### src/rtl/vid_pkg.sv
package vid_pkg;

    localparam int VID_W     = 7;
    localparam int REG_W     = 8;
    localparam int NUM_RAILS = 2;
    localparam int WORD_W    = VID_W + 2;

    typedef enum logic [1:0] {
        SEL_NONE   = 2'b00,
        SEL_CORE   = 2'b01,
        SEL_UNCORE = 2'b10,
        SEL_RSVD   = 2'b11
    } rail_sel_e;

    typedef struct packed {
        rail_sel_e          sel;
        logic [VID_W-1:0]   code;
    } vid_word_t;

    localparam logic [VID_W-1:0] VID_RESET  = '1;
    localparam vid_word_t        WORD_RESET = '{sel: SEL_NONE, code: VID_RESET};

    // rail index to select value (index 0 core, 1 uncore)
    function automatic rail_sel_e rail_sel_of(input int idx);
        return (idx == 0) ? SEL_CORE : SEL_UNCORE;
    endfunction

    // core-rail index tracks continuously, others need a fresh entry
    function automatic bit rail_tracks(input int idx);
        return idx == 0;
    endfunction

    function automatic logic [REG_W-1:0] to_reg(input logic [VID_W-1:0] c);
        return {1'b0, c};
    endfunction

endpackage

### src/rtl/vid_sync.sv
module vid_sync #(
    parameter int             W       = 9,
    parameter int             STAGES  = 2,
    parameter logic [W-1:0]   RST_VAL = '0
) (
    input  logic         clk_i,
    input  logic         rst_i,
    input  logic [W-1:0] d_i,
    output logic [W-1:0] q_o
);
    logic [W-1:0] stage_q [STAGES];

    for (genvar s = 0; s < STAGES; s++) begin : g_stage
        always_ff @(posedge clk_i) begin
            if (rst_i) begin
                stage_q[s] <= RST_VAL;
            end else if (s == 0) begin
                stage_q[s] <= d_i;
            end else begin
                stage_q[s] <= stage_q[(s == 0) ? 0 : s-1];
            end
        end
    end

    assign q_o = stage_q[STAGES-1];
endmodule

### src/rtl/vid_debounce.sv
module vid_debounce #(
    parameter int           W       = 9,
    parameter int           STABLE  = 25,
    parameter logic [W-1:0] RST_VAL = '0,
    localparam int          CNT_W   = $clog2(STABLE + 1)
) (
    input  logic         clk_i,
    input  logic         rst_i,
    input  logic         en_i,
    input  logic [W-1:0] sample_i,
    output logic [W-1:0] word_o,
    output logic         stb_o
);
    localparam logic [CNT_W-1:0] LAST = CNT_W'(STABLE - 1);
    localparam logic [CNT_W-1:0] DONE = CNT_W'(STABLE);

    logic [W-1:0]     prev_q;
    logic [CNT_W-1:0] cnt_q;

    always_ff @(posedge clk_i) begin
        if (rst_i) begin
            prev_q <= RST_VAL;
            cnt_q  <= '0;
            word_o <= RST_VAL;
            stb_o  <= 1'b0;
        end else begin
            stb_o <= 1'b0;
            if (!en_i) begin
                prev_q <= sample_i;
                cnt_q  <= '0;
            end else if (sample_i != prev_q) begin
                prev_q <= sample_i;
                cnt_q  <= '0;
            end else if (cnt_q < LAST) begin
                cnt_q <= cnt_q + 1'b1;
            end else if (cnt_q == LAST) begin
                cnt_q <= DONE;
                if (prev_q != word_o) begin
                    word_o <= prev_q;
                    stb_o  <= 1'b1;
                end
            end
        end
    end

    // no acceptance follows a cycle with the enable low
    assert_no_accept_disabled_R5: assert property (@(posedge clk_i) disable iff (rst_i)
        !en_i |=> !stb_o);

    // the accepted word is the one that was sampled on the accepting edge
    assert_accept_is_sampled_R2: assert property (@(posedge clk_i) disable iff (rst_i)
        stb_o |-> word_o == $past(sample_i));

    // an acceptance is a single-cycle event
    assert_accept_single_R8: assert property (@(posedge clk_i) disable iff (rst_i)
        stb_o |=> !stb_o);
endmodule

### src/rtl/vid_rail_latch.sv
module vid_rail_latch #(
    parameter bit                     TRACK   = 1'b1,
    parameter int                     W       = 7,
    parameter logic [W-1:0]           RST_VAL = '1
) (
    input  logic         clk_i,
    input  logic         rst_i,
    input  logic         stb_i,
    input  logic         hit_i,
    input  logic         none_i,
    input  logic [W-1:0] code_i,
    input  logic         host_wr_i,
    input  logic [W-1:0] host_code_i,
    output logic [W-1:0] code_o,
    output logic         upd_o
);
    logic take;

    if (TRACK) begin : g_track
        logic unused_none;
        assign unused_none = none_i;
        assign take        = stb_i && hit_i;
    end else begin : g_fresh
        logic armed_q;
        always_ff @(posedge clk_i) begin
            if (rst_i) begin
                armed_q <= 1'b1;
            end else if (stb_i && none_i) begin
                armed_q <= 1'b1;
            end else if (stb_i && hit_i) begin
                armed_q <= 1'b0;
            end
        end
        assign take = stb_i && hit_i && armed_q;
    end

    always_ff @(posedge clk_i) begin
        if (rst_i) begin
            code_o <= RST_VAL;
            upd_o  <= 1'b0;
        end else begin
            upd_o <= take;
            if (take) begin
                code_o <= code_i;
            end else if (host_wr_i) begin
                code_o <= host_code_i;
            end
        end
    end

    // a strobe always shows the code that was accepted
    assert_upd_shows_code_R8: assert property (@(posedge clk_i) disable iff (rst_i)
        upd_o |-> code_o == $past(code_i));

    // a strobe only ever follows an acceptance addressed to this rail
    assert_upd_needs_hit_R4: assert property (@(posedge clk_i) disable iff (rst_i)
        upd_o |-> $past(stb_i && hit_i));
endmodule

### src/rtl/vid_latch_top.sv
module vid_latch_top
    import vid_pkg::*;
#(
    parameter int STABLE_CYCLES = 25,
    parameter int SYNC_STAGES   = 2,
    parameter int ADDR_W        = 2
) (
    input  logic              clk_i,
    input  logic              rst_i,
    input  logic              reg_en_i,
    input  logic [VID_W-1:0]  code_i,
    input  logic [1:0]        rail_sel_i,
    input  logic              host_wr_i,
    input  logic [ADDR_W-1:0] host_addr_i,
    input  logic [REG_W-1:0]  host_wdata_i,
    output logic [REG_W-1:0]  host_rdata_o,
    output logic              core_upd_o,
    output logic [VID_W-1:0]  core_code_o,
    output logic              uncore_upd_o,
    output logic [VID_W-1:0]  uncore_code_o
);
    logic [WORD_W-1:0] raw_bits, sync_bits, acc_bits;
    vid_word_t         acc_word;
    logic              acc_stb;
    logic              sel_none;
    logic              unused_rsvd;

    logic [VID_W-1:0]  rail_code [NUM_RAILS];
    logic              rail_upd  [NUM_RAILS];

    assign raw_bits    = {rail_sel_i, code_i};
    assign unused_rsvd = host_wdata_i[REG_W-1];

    vid_sync #(
        .W       (WORD_W),
        .STAGES  (SYNC_STAGES),
        .RST_VAL (WORD_RESET)
    ) u_sync (
        .clk_i (clk_i),
        .rst_i (rst_i),
        .d_i   (raw_bits),
        .q_o   (sync_bits)
    );

    vid_debounce #(
        .W       (WORD_W),
        .STABLE  (STABLE_CYCLES),
        .RST_VAL (WORD_RESET)
    ) u_debounce (
        .clk_i    (clk_i),
        .rst_i    (rst_i),
        .en_i     (reg_en_i),
        .sample_i (sync_bits),
        .word_o   (acc_bits),
        .stb_o    (acc_stb)
    );

    assign acc_word = vid_word_t'(acc_bits);
    assign sel_none = (acc_word.sel == SEL_NONE);

    for (genvar g = 0; g < NUM_RAILS; g++) begin : g_rail
        logic hit;
        logic host_hit;
        assign hit      = (acc_word.sel == rail_sel_of(g));
        assign host_hit = host_wr_i && (host_addr_i == ADDR_W'(g));

        vid_rail_latch #(
            .TRACK   (rail_tracks(g)),
            .W       (VID_W),
            .RST_VAL (VID_RESET)
        ) u_latch (
            .clk_i       (clk_i),
            .rst_i       (rst_i),
            .stb_i       (acc_stb),
            .hit_i       (hit),
            .none_i      (sel_none),
            .code_i      (acc_word.code),
            .host_wr_i   (host_hit),
            .host_code_i (host_wdata_i[VID_W-1:0]),
            .code_o      (rail_code[g]),
            .upd_o       (rail_upd[g])
        );
    end

    always_comb begin
        host_rdata_o = '0;
        for (int i = 0; i < NUM_RAILS; i++) begin
            if (host_addr_i == ADDR_W'(i)) begin
                host_rdata_o = to_reg(rail_code[i]);
            end
        end
    end

    assign core_upd_o    = rail_upd[0];
    assign core_code_o   = rail_code[0];
    assign uncore_upd_o  = rail_upd[1];
    assign uncore_code_o = rail_code[1];

    // the reserved select never produces a rail update
    assert_rsvd_sel_ignored_R1: assert property (@(posedge clk_i) disable iff (rst_i)
        (acc_stb && acc_word.sel == SEL_RSVD) |=> !(core_upd_o || uncore_upd_o));

    // a single select value never addresses both rails
    assert_one_rail_R1: assert property (@(posedge clk_i) disable iff (rst_i)
        $onehot0({core_upd_o, uncore_upd_o}));

    // the reserved register bit always reads back as zero
    assert_rsvd_bit_zero_R6: assert property (@(posedge clk_i) disable iff (rst_i)
        host_rdata_o[REG_W-1] == 1'b0);
endmodule

### config.mk
export PLATFORM = sky130hd
export DESIGN_NAME = vid_latch_top
export DESIGN_NICKNAME = d
export VERILOG_FILES = /design/src/rtl/vid_pkg.sv /design/src/rtl/vid_sync.sv /design/src/rtl/vid_debounce.sv /design/src/rtl/vid_rail_latch.sv /design/src/rtl/vid_latch_top.sv
export SDC_FILE = /design/constraint.sdc
export NUM_CORES = 1
export LEC_CHECK = 0
export BUFFER_PORTS_ARGS = -buffer_cell sky130_fd_sc_hd__buf_4
export CORE_ASPECT_RATIO = 1.4
export CORE_MARGIN = 4
export CORE_UTILIZATION = 42
export CTS_CLUSTER_DIAMETER = 80
export CTS_CLUSTER_SIZE = 10
export DETAILED_ROUTE_END_ITERATION = 10
export PLACE_DENSITY = 0.67
export SLEW_MARGIN = 20
export SYNTH_ARGS = -nofsm -noshare
export SYNTH_HDL_FRONTEND = slang
export SYNTH_SLANG_ARGS = --single-unit
### constraint.sdc
create_clock -name clk_i -period 2.4 [get_ports clk_i]
set_input_delay 0.12 -clock clk_i [delete_from_list [all_inputs] [get_ports clk_i]]
set_output_delay 0.12 -clock clk_i [all_outputs]
set_load 0.1 [all_outputs]
== After elaboration in Yosys (flattened, before gate mapping) ==
Memories as Yosys holds them, arrays and structs flattened.
Cells that the tools add are included.

* $add $sub $neg: 1
* $lt $le $gt $ge: 1
* Equality and inequality tests: 7
* Muxes and demuxes: 16
* Bitwise gates (word level): 6
* Reductions and logical operators: 15

{| class="wikitable"
|+ Operator list
! operator !! number
|-
| 9-bit two-way mux || 4
|-
| 7-bit two-way mux || 5
|-
| 9-bit != test || 2
|-
| 5-bit two-way mux || 2
|-
| 8-bit two-way mux || 1
|-
| 1-bit logical AND || 6
|-
| 2-bit nonzero test || 3
|-
| 5-bit by 1-bit adder with 5-bit output, second input constant || 1
|-
| 5-bit equality test, second input constant || 1
|-
| 5-bit less-than comparator, second input constant || 1
|-
| 5-bit AND reduction || 1
|-
| 5-bit OR reduction || 1
|-
| 2-bit by 1-bit equality test with 1-bit output, second input constant || 2
|-
| 2-bit zero test || 2
|-
| 1-bit two-way mux || 4
|-
| 1-bit NOT || 4
|-
| 3-bit OR reduction || 1
|-
| 2-bit equality test, second input constant || 1
|-
| 2-bit by 1-bit != test with 1-bit output, second input constant || 1
|-
| 1-bit bitwise OR || 2
|-
| 2-bit OR reduction || 1
|}

* Register bits after elaboration: 41
* Bits in writable memories: 18
* Bits of input ports: 23
* Output and inout bits: 24
* Word-level logic and storage cells: 56
* Memories kept: 1

{| class="wikitable"
|+ Memories
! name !! depth !! bits a word !! rd ports !! clocked after memory_dff !! wr ports !! line !! source
|-
| u_sync.stage_q || 2 || 9 || 2 || 0 || 2 || vid_sync.sv:11 || <nowiki>logic [W-1:0] stage_q [STAGES];</nowiki>
|}

== Depth between registers and ports, before layout ==
Gate-level depths: netlist of the first run.

* Depth after elaboration: 4
* Depth in mapped cells: 7
* Gate-level depth less buffers: 6

== Modules after synthesis ==
Synthesis of the first run repeated with hierarchy kept, for this count alone.

* Cell total of the unflattened synthesis: 244
* Area total of the unflattened synthesis: 2532.4 um^2

{| class="wikitable"
|+ By module, submodules not included
! module !! times used !! cells an instance !! area each (um^2) !! seq. area each (um^2)
|-
| vid_debounce || 1 || 114 || 1104.8 || 480.5
|-
| vid_sync || 1 || 37 || 494.2 || 360.3
|-
| vid_rail_latch at g_rail[1].u_latch || 1 || 44 || 437.9 || 180.2
|-
| vid_rail_latch at g_rail[0].u_latch || 1 || 26 || 335.3 || 160.2
|-
| vid_latch_top || 1 || 23 || 160.2 || 0.0
|}

== Least setup slack after synthesis of the first run ==
OpenSTA, ideal clock, no wires.

* Kind: register to output
* From: reg g_rail[1].u_latch.code_o[0]
* To: out host_rdata_o[0]
* Data arrival time: 2.401 ns
* Setup slack: -0.121 ns
* Stages on the path, launching flop included: 3
* Cell sequence: dfxtp_1 > mux2i_1 > nor2_1

* Cells in the longest elaborated chain, start to end: 1

{| class="wikitable"
|+ RTL lines
! what !! line !! source
|-
| start: declaration || vid_rail_latch.sv:14 || <nowiki>output logic [W-1:0] code_o,</nowiki>
|-
| start signal: assignment || vid_rail_latch.sv:44 || <nowiki>code_o <= code_i;</nowiki>
|-
| start signal: assignment || vid_rail_latch.sv:46 || <nowiki>code_o <= host_code_i;</nowiki>
|-
| 8-bit two-way mux || vid_latch_top.sv:88 || <nowiki>if (host_addr_i == ADDR_W'(i)) begin</nowiki>
|-
| end: declaration || vid_latch_top.sv:16 || <nowiki>output logic [REG_W-1:0] host_rdata_o,</nowiki>
|}

No other way between the ends.

== Worst setup path after layout of the first run ==
* From: reg u_debounce.cnt_q[3]
* To: reg u_debounce.word_o[2]

* Cells in the longest elaborated chain, start to end: 3
* Elaborated cells on any way between the ends: 4

{| class="wikitable"
|+ RTL lines
! what !! line !! source
|-
| start: declaration || vid_debounce.sv:18 || <nowiki>logic [CNT_W-1:0] cnt_q;</nowiki>
|-
| start signal: assignment || vid_debounce.sv:35 || <nowiki>cnt_q <= cnt_q + 1'b1;</nowiki>
|-
| 5-bit less-than comparator || vid_debounce.sv:34 || <nowiki>end else if (cnt_q < LAST) begin</nowiki>
|-
| 1-bit NOT (no source line) || n/a ||
|-
| 5-bit AND reduction (no source line) (*) || n/a ||
|-
| end signal: assignment || vid_debounce.sv:39 || <nowiki>word_o <= prev_q;</nowiki>
|-
| end: declaration || vid_debounce.sv:11 || <nowiki>output logic [W-1:0] word_o,</nowiki>
|}

Mark *: on every way between the ends. The rest lies on a longest branch, timed or not.
A chain may end at the register's enable or synchronous reset.

==> results of run 1 <==
power by group through the flow:
stage	registers (mW)	logic, mW	clock network [mW]
after floorplan	1.14	0.194	0
after detailed placement	1.05	0.364	0
after global routing	1.04	0.397	0.910
after CTS	1.03	0.374	0.865
after global placement	1.05	0.360	0
final	1.03	0.371	0.834
registers in the layout (all words and copies together) (netlist names):
| register | cells |
|---|---|
| u_debounce.word_o | 9 |
| u_debounce.cnt_q | 5 |
| u_sync.stage_q | 18 |
| g_rail.u_latch.code_o | 14 |
| g_rail.u_latch.upd_o | 2 |
| u_debounce.stb_o | 1 |
| u_debounce.prev_q | 9 |
| g_rail.u_latch.g_fresh.armed_q | 1 |
cell families after synthesis:
kind of cell / after synthesis / share of synthesized area [%]
compound gates: 37 / 8.16
xor+xnor: 19 / 6.78
fa+ha+maj: 2 / 1.02
buf+inv: 18 / 3.26
flops: 59 / 48.1
mux: 7 / 2.86
other cells: 1 / 0.153
simple gates: 132 / 29.6
stage by stage:
stage	power, mW	hold slack (ps)
4_1_cts	2.27	1.96
6_report	2.24	16.8
3_3_place_gp	1.41	304
2_1_floorplan	1.33	192
5_1_grt	2.34	13.5
3_5_place_dp	1.42	306
final timing paths:
check | startpoint | end | slack (ps) | cells past startpoint
worst min register to register | u_sync.stage_q[0][1] | u_sync.stage_q[1][1] | 410 | 1
worst max-delay path | u_debounce.cnt_q[3] | u_debounce.word_o[2] | 430 | 5
worst min-delay path | rail_sel_i[0] | u_sync.stage_q[0][7] | 20 | 2
worst max register to register | u_debounce.cnt_q[3] | u_debounce.word_o[2] | 430 | 5
critical path, cell delays in order, from the launching register on:
cell,delay [ps]
dfxtp_1,380
nand2_2,130
or4_4,460
or4_4,630
nor3_2,140
o21ai_1,80
final cells by class:
type	count	area, sq um
clock buffers	15	186
clock inverters	1	5.00
fillers	545	2500
inverters	3	11.3
multi-input cells	198	1210
flip-flops and latches	59	1180
well taps	68	85.1
repair buffers	54	425
routing by layer:
layer | vias to the layer above | part of all wire (%) | wire length (um)
met3 | 6 | 7.6 | 360
met1 | 893 | 41 | 1930
met5 | - | 0 | 0
met4 | 0 | 1.8 | 87
met2 | 54 | 50 | 2370
li1 | 1022 | - | -
synthesized netlist by cell type (all sizes together):
library cell | count | area, sq um
nand4 | 3 | 18.8
nand2 | 46 | 175
nor4 | 2 | 27.5
a211oi | 1 | 7.51
a31oi | 2 | 12.5
nand3 | 17 | 85.1
nor3 | 11 | 90.1
dfxtp | 59 | 1180
o211ai | 1 | 7.51
nor3b | 2 | 15.0
and3b | 1 | 8.76
o21ai | 23 | 123
clkbuf | 12 | 45.0
or3b | 1 | 8.76
xor2 | 8 | 70.1
nor4b | 1 | 8.76
a21oi | 10 | 50.1
ha | 2 | 25.0
or2 | 21 | 131
or4 | 3 | 30.0
nand2b | 1 | 6.26
nand3b | 2 | 15.0
nor2 | 12 | 45.0
conb | 1 | 3.75
inv | 3 | 11.3
nand4b | 1 | 8.76
mux2i | 7 | 70.1
nor2b | 7 | 43.8
buf | 3 | 23.8
and4 | 1 | 8.76
xnor2 | 11 | 96.3
==> results.sh, run 1 <==
export IMPL_status="finished, final reports clean"
export IMPL_grt_use_met3_pct=5.61
export IMPL_dpl_worst_slack_ps=447
export IMPL_portBuffers=44
export IMPL_dpl_hpwl_um=3470
export IMPL_insertion_delay_ps=330
export IMPL_gp_congestion=0.735
export IMPL_diodes=0
export IMPL_top_usage_layer="met2"
export IMPL_final_core_util_pct=55.4
export IMPL_rows=32
export IMPL_cts_hold_buf=8
export IMPL_io_pins=47
export IMPL_path_max_fanout=9
export IMPL_met1_usage_pct=15.7
export IMPL_hold_path_class="primary input to flop"
export IMPL_grt_met2_usage_pct=24.6
export IMPL_place_inst=374
export IMPL_ir_drop_v=0.000519
export IMPL_tns_ps=0
export IMPL_period_needed_ps=1970
export IMPL_combPwrFrac_pct=16.6
export IMPL_ctsResizeCount=0
export IMPL_synth_cells=275
export IMPL_critPathCaptureType="flop"
export IMPL_crit_arrival_ps=2150
export IMPL_hold_violations=0
export IMPL_worst_setup_path_start_kind="flop"
export IMPL_cts_htree_levels=3
export IMPL_final_cell_mix="59 x dfxtp_1, 46 x buf_4, 45 x nand2_1"
export IMPL_avgSynthCellArea_sq_um=8.92
export IMPL_die_h_um=98.4
export IMPL_die_w_um=72.6
export IMPL_cts_clk_slew_worst_paths_ps=60
export IMPL_worstSetupPathType="flop to flop"
export IMPL_final_common_cell="dfxtp_1"
export IMPL_layout_setup_ws_ps=434
export IMPL_ys_warn_count=0
export IMPL_area_growth_pct=26.5
export IMPL_first_iter_violations=44
export IMPL_yosysSeqAreaShare_pct=48.1
export IMPL_p_int_mw=1.61
export IMPL_stdcell_count=398
export IMPL_p_seq_share_pct=46.1
export IMPL_grt_usage_pct=14.6
export IMPL_drt_total_wl_um=4750
export IMPL_die_area_sq_um=7150
export IMPL_design_area_sq_um=3100
export IMPL_drtPass1Iterations=4
export IMPL_cts_tree="built"
export IMPL_place_area_sq_um=2830
export IMPL_cts_setup_buffers=0
export IMPL_setup_viol=0
export IMPL_fmax_ghz=0.509
export IMPL_drive_above_1_share_pct=30.9
export IMPL_synth_fp_nets=300
export IMPL_wl_per_cell_um=11.9
export IMPL_cts_root_buf="clkbuf_8"
export IMPL_via_per_inst=4.96
export IMPL_dr_total_vias=1975
export IMPL_drc_errors=0
export IMPL_ys_types=39
export IMPL_clock_sink_count=59
export IMPL_core_sq_um=5610
export IMPL_finalCritPeriodShare_pct=81.9
export IMPL_critPathRequiredTime_ps=2590
export IMPL_power_density_nw_per_um2=720
export IMPL_grt_pass1_vias=1888
export IMPL_cts_buffers=9
export IMPL_clk_path_buf_depth=2
export IMPL_grt_max_degree=32
export IMPL_slew_viol_final=0
export IMPL_fin_skew_ps=3.38
export IMPL_power_switching_uw=627
export IMPL_netlist_area_sq_um=2450
export IMPL_synth_seq_cells=59
export IMPL_sw_frac_of_total_pct=28.1
export IMPL_cap_violations=0
export IMPL_tightest_slew_ps=630
export IMPL_p_clk_share_pct=37.3
export IMPL_antenna_left=0
export IMPL_grt_overflow_total=0
export IMPL_start_util_pct=43.8
export IMPL_grt_setup_unrepaired="no"
export IMPL_antenna_found_initial=0
export IMPL_slew_headroom_pct=58.0
export IMPL_leakage_nw=1.28
export IMPL_fin_nets=350
export IMPL_grt_pass1_wl_um=8200
Note: power is estimated with default switching activity, not from simulation.
==> inputs of run 2 (changes only) <==
--- a/config.mk
+++ b/config.mk
@@ -5,6 +5,7 @@
 export SDC_FILE = /design/constraint.sdc
 export NUM_CORES = 1
 export LEC_CHECK = 0
+export ABC_AREA = 1
 export BUFFER_PORTS_ARGS = -buffer_cell sky130_fd_sc_hd__buf_4
 export CORE_ASPECT_RATIO = 1.4
 export CORE_MARGIN = 4
==> constraint.sdc (replaced) <==
create_clock -name clk_i -period 1.9 [get_ports clk_i]
set_input_delay 0.095 -clock clk_i [delete_from_list [all_inputs] [get_ports clk_i]]
set_output_delay 0.095 -clock clk_i [all_outputs]
set_load 0.1 [all_outputs]
==> results.sh, run 2 <==
export IMPL_status="finished, final reports clean"
export IMPL_grt_pass1_vias=2096
export IMPL_ys_types=29
export IMPL_fin_nets=406
export IMPL_synth_cells=320
export IMPL_drtPass1Iterations=4
export IMPL_fillers=519
export IMPL_grt_pass1_wl_um=8870
export IMPL_yosys_area_share_adder_pct=1.02
export IMPL_synth_seq_cells=59
export IMPL_wl_per_cell_um=11.0
export IMPL_synth_flop_cell="dfxtp_1"
export IMPL_synth_simple_gate_area_share_pct=30.0
export IMPL_area_growth_pct=31.3
export IMPL_finalCritPeriodShare_pct=80.1
export IMPL_hold_path_class="primary input to flop"
export IMPL_grt_max_degree=27
export IMPL_gp_congestion=0.714
export IMPL_hold_violations=0
export IMPL_rr_endpoint="u_debounce.word_o[7]"
export IMPL_core_sq_um=5610
export IMPL_design_area_sq_um=3230
export IMPL_drive_above_1_share_pct=26.2
export IMPL_hold_end="g_rail[1].u_latch.code_o[2]"
export IMPL_cts_tree="built"
export IMPL_reg2reg_depth=8
export IMPL_die_h_um=98.6
export IMPL_synth_xor_area_share_pct=2.14
export IMPL_rows=32
export IMPL_start_util_pct=43.9
export IMPL_avgSynthCellArea_sq_um=7.69
export IMPL_cts_clk_slew_worst_paths_ps=70
export IMPL_grt_setup_unrepaired="no"
export IMPL_setup_viol=0
export IMPL_die_area_sq_um=7160
export IMPL_synth_compound_area_share_pct=10.3
export IMPL_worst_setup_path_start_kind="flop"
export IMPL_yosysSeqAreaShare_pct=48.0
export IMPL_final_common_cell="nand2_1"
export IMPL_antenna_found_initial=0
export IMPL_grt_overflow_total=0
export IMPL_netlist_area_sq_um=2460
export IMPL_cts_htree_levels=3
export IMPL_worstSetupPathType="flop to flop"
export IMPL_via_per_inst=4.76
export IMPL_slowest_stage="dfxtp_1"
export IMPL_cts_buffers=9
export IMPL_reg_largest_list="u_sync.stage_q x18, g_rail.u_latch.code_o x14"
export IMPL_yosys_area_top_type="dfxtp_1"
export IMPL_worstHoldStart="host_wdata_i[2]"
export IMPL_leakage_nw=1.61
export IMPL_die_w_um=72.7
export IMPL_dpl_hpwl_um=3690
export IMPL_synthTopCellsByArea="dfxtp_1 48%, nand2_1 12%, inv_1 5.3%"
export IMPL_met1_length_um=2060
export IMPL_highest_layer="met4"
export IMPL_ys_warn_count=0
export IMPL_power_density_nw_per_um2=962
export IMPL_first_iter_violations=85
export IMPL_dr_total_vias=2161
export IMPL_crit_arrival_ps=1740
export IMPL_fin_skew_ps=11.6
export IMPL_io_pins=47
export IMPL_critPathCaptureType="flop"
export IMPL_holdPathStages=3
export IMPL_grt_usage_pct=15.5
export IMPL_reg2reg_slack_ps=380
export IMPL_synthTopCellsByCount="76 x nand2_1, 59 x dfxtp_1, 35 x inv_1"
export IMPL_fmax_ghz=0.657
export IMPL_place_area_sq_um=2890
export IMPL_drc_errors=0
export IMPL_crit_chain="inv_2 > or2_2 > nand3_1 > nor2_1 > nand2_2 > nand3_2 > nor2_1 > nor2_1"
export IMPL_synth_fp_nets=345
export IMPL_final_cell_mix="76 x nand2_1, 59 x dfxtp_1, 50 x buf_4"
export IMPL_synth_top_area_share_pct=48.0
export IMPL_met2_length_um=2450
export IMPL_r2r_start="u_debounce.prev_q[5]"
export IMPL_cts_root_buf="clkbuf_8"
export IMPL_synth_mux_area_share_pct=0
export IMPL_portBuffers=44
export IMPL_drt_total_wl_um=4980
export IMPL_regMostFlops="u_sync.stage_q"
export IMPL_yosysMostFrequentCell="nand2_1"
export IMPL_insertion_delay_ps=330
export IMPL_ctsResizeCount=0
export IMPL_worstSetupStartpoint="u_debounce.prev_q[5]"
export IMPL_slowest_delay_ps=370
export IMPL_period_needed_ps=1520
export IMPL_clock_sink_count=59
export IMPL_largest_register_ffs=18
export IMPL_cts_setup_buffers=0
export IMPL_cpMostUsedCell="nor2_1"
export IMPL_ir_drop_v=0.000582
export IMPL_diodes=0
export IMPL_path_max_fanout=11
export IMPL_wl_met3_um=369
export IMPL_layout_setup_ws_ps=379
export IMPL_cap_violations=0
export IMPL_timing_hold_ws_ps=54.6
export IMPL_synth_top_family_by_area="simple AND/OR/NAND/NOR gates"
export IMPL_antenna_left=0
export IMPL_synth_edf_count=0
export IMPL_tns_ps=0
export IMPL_clk_path_buf_depth=2
export IMPL_critPathRequiredTime_ps=2120
export IMPL_dpl_worst_slack_ps=359
export IMPL_async_flop_share_pct=0
export IMPL_slew_viol_final=0
[run 2: cell types whose count changed after synthesis, sizes merged, moves of 7 or more]
cell | previous run | this run
nor2 | 12 | 28
nor3 | 11 | 2
nor2b | 7 | 0
xor2 | 8 | 1
nand4 | 3 | 11
inv | 3 | 40
mux2i | 7 | 0
a22o | 0 | 7
nand3 | 17 | 24
nand2 | 46 | 78
[run 2: cell families after synthesis]
kind of cell / Yosys count
fa+ha+maj: 2
buf+inv: 50
simple gates: 160
other cells: 1
xor+xnor: 6
compound gates: 42
flops: 59
[run 2: what timing repair did]
item,in CTS,in global routing
endpoints found under the hold margin,9,0
setup endpoints to repair,0,0
hold buffers,9,0
[run 2: layer usage]
metal	up-vias	global-route usage (%)
li1	1149	-
met1	940	17.2
met2	63	26.2
met3	9	4.80
met4	0	7.67
met5	-	0
[run 2: how the worst max path moves through the flow]
stage / endpoint / slack (ps) / cells past startpoint
2_1_floorplan: host_rdata_o[0] / 240 / 1
3_5_place_dp: u_debounce.word_o[7] / 360 / 8
3_3_place_gp: u_debounce.word_o[8] / 390 / 9
6_report: u_debounce.word_o[7] / 380 / 8
4_1_cts: u_debounce.word_o[7] / 340 / 9
5_1_grt: u_debounce.word_o[7] / 100 / 9
[run 2: cell type report]
| type | instances | area, sq um | area share [%] |
|---|---|---|---|
| clock inverter | 3 | 67.6 | 2.09 |
| multi-input combinational | 211 | 1080 | 33.5 |
| sequential | 59 | 1180 | 36.6 |
| inverter | 40 | 150 | 4.65 |
| clock buffer | 13 | 179 | 5.54 |
| timing repair buffer | 60 | 485 | 15.0 |
| tap | 68 | 85.1 | 2.63 |
[run 2: worst max-delay path, delay by kind of cell (launching register included)]
kind	cells	cell delay, ps
and+or+nand+nor	7	990
DFF	1	370
buffers and inverters	1	50
[run 2: power breakdown]
| part | internal, mW | leakage [nW] | switching, mW |
|---|---|---|---|
| Sequential | 1.28 | 0.483 | 0.0238 |
| Combinational | 0.139 | 1.00 | 0.327 |
| Clock | 0.882 | 0.122 | 0.459 |
[run 2: per-stage QoR]
step / utilization [%] / power [mW] / cells
finish: 57.6 / 3.11 / 454
global route: 57.6 / 3.24 / 454
CTS: 57.6 / 3.15 / 454
detailed placement: 51.6 / 1.78 / 429
global placement: 51.6 / 1.78 / 429
floorplan: - / 1.67 / 320
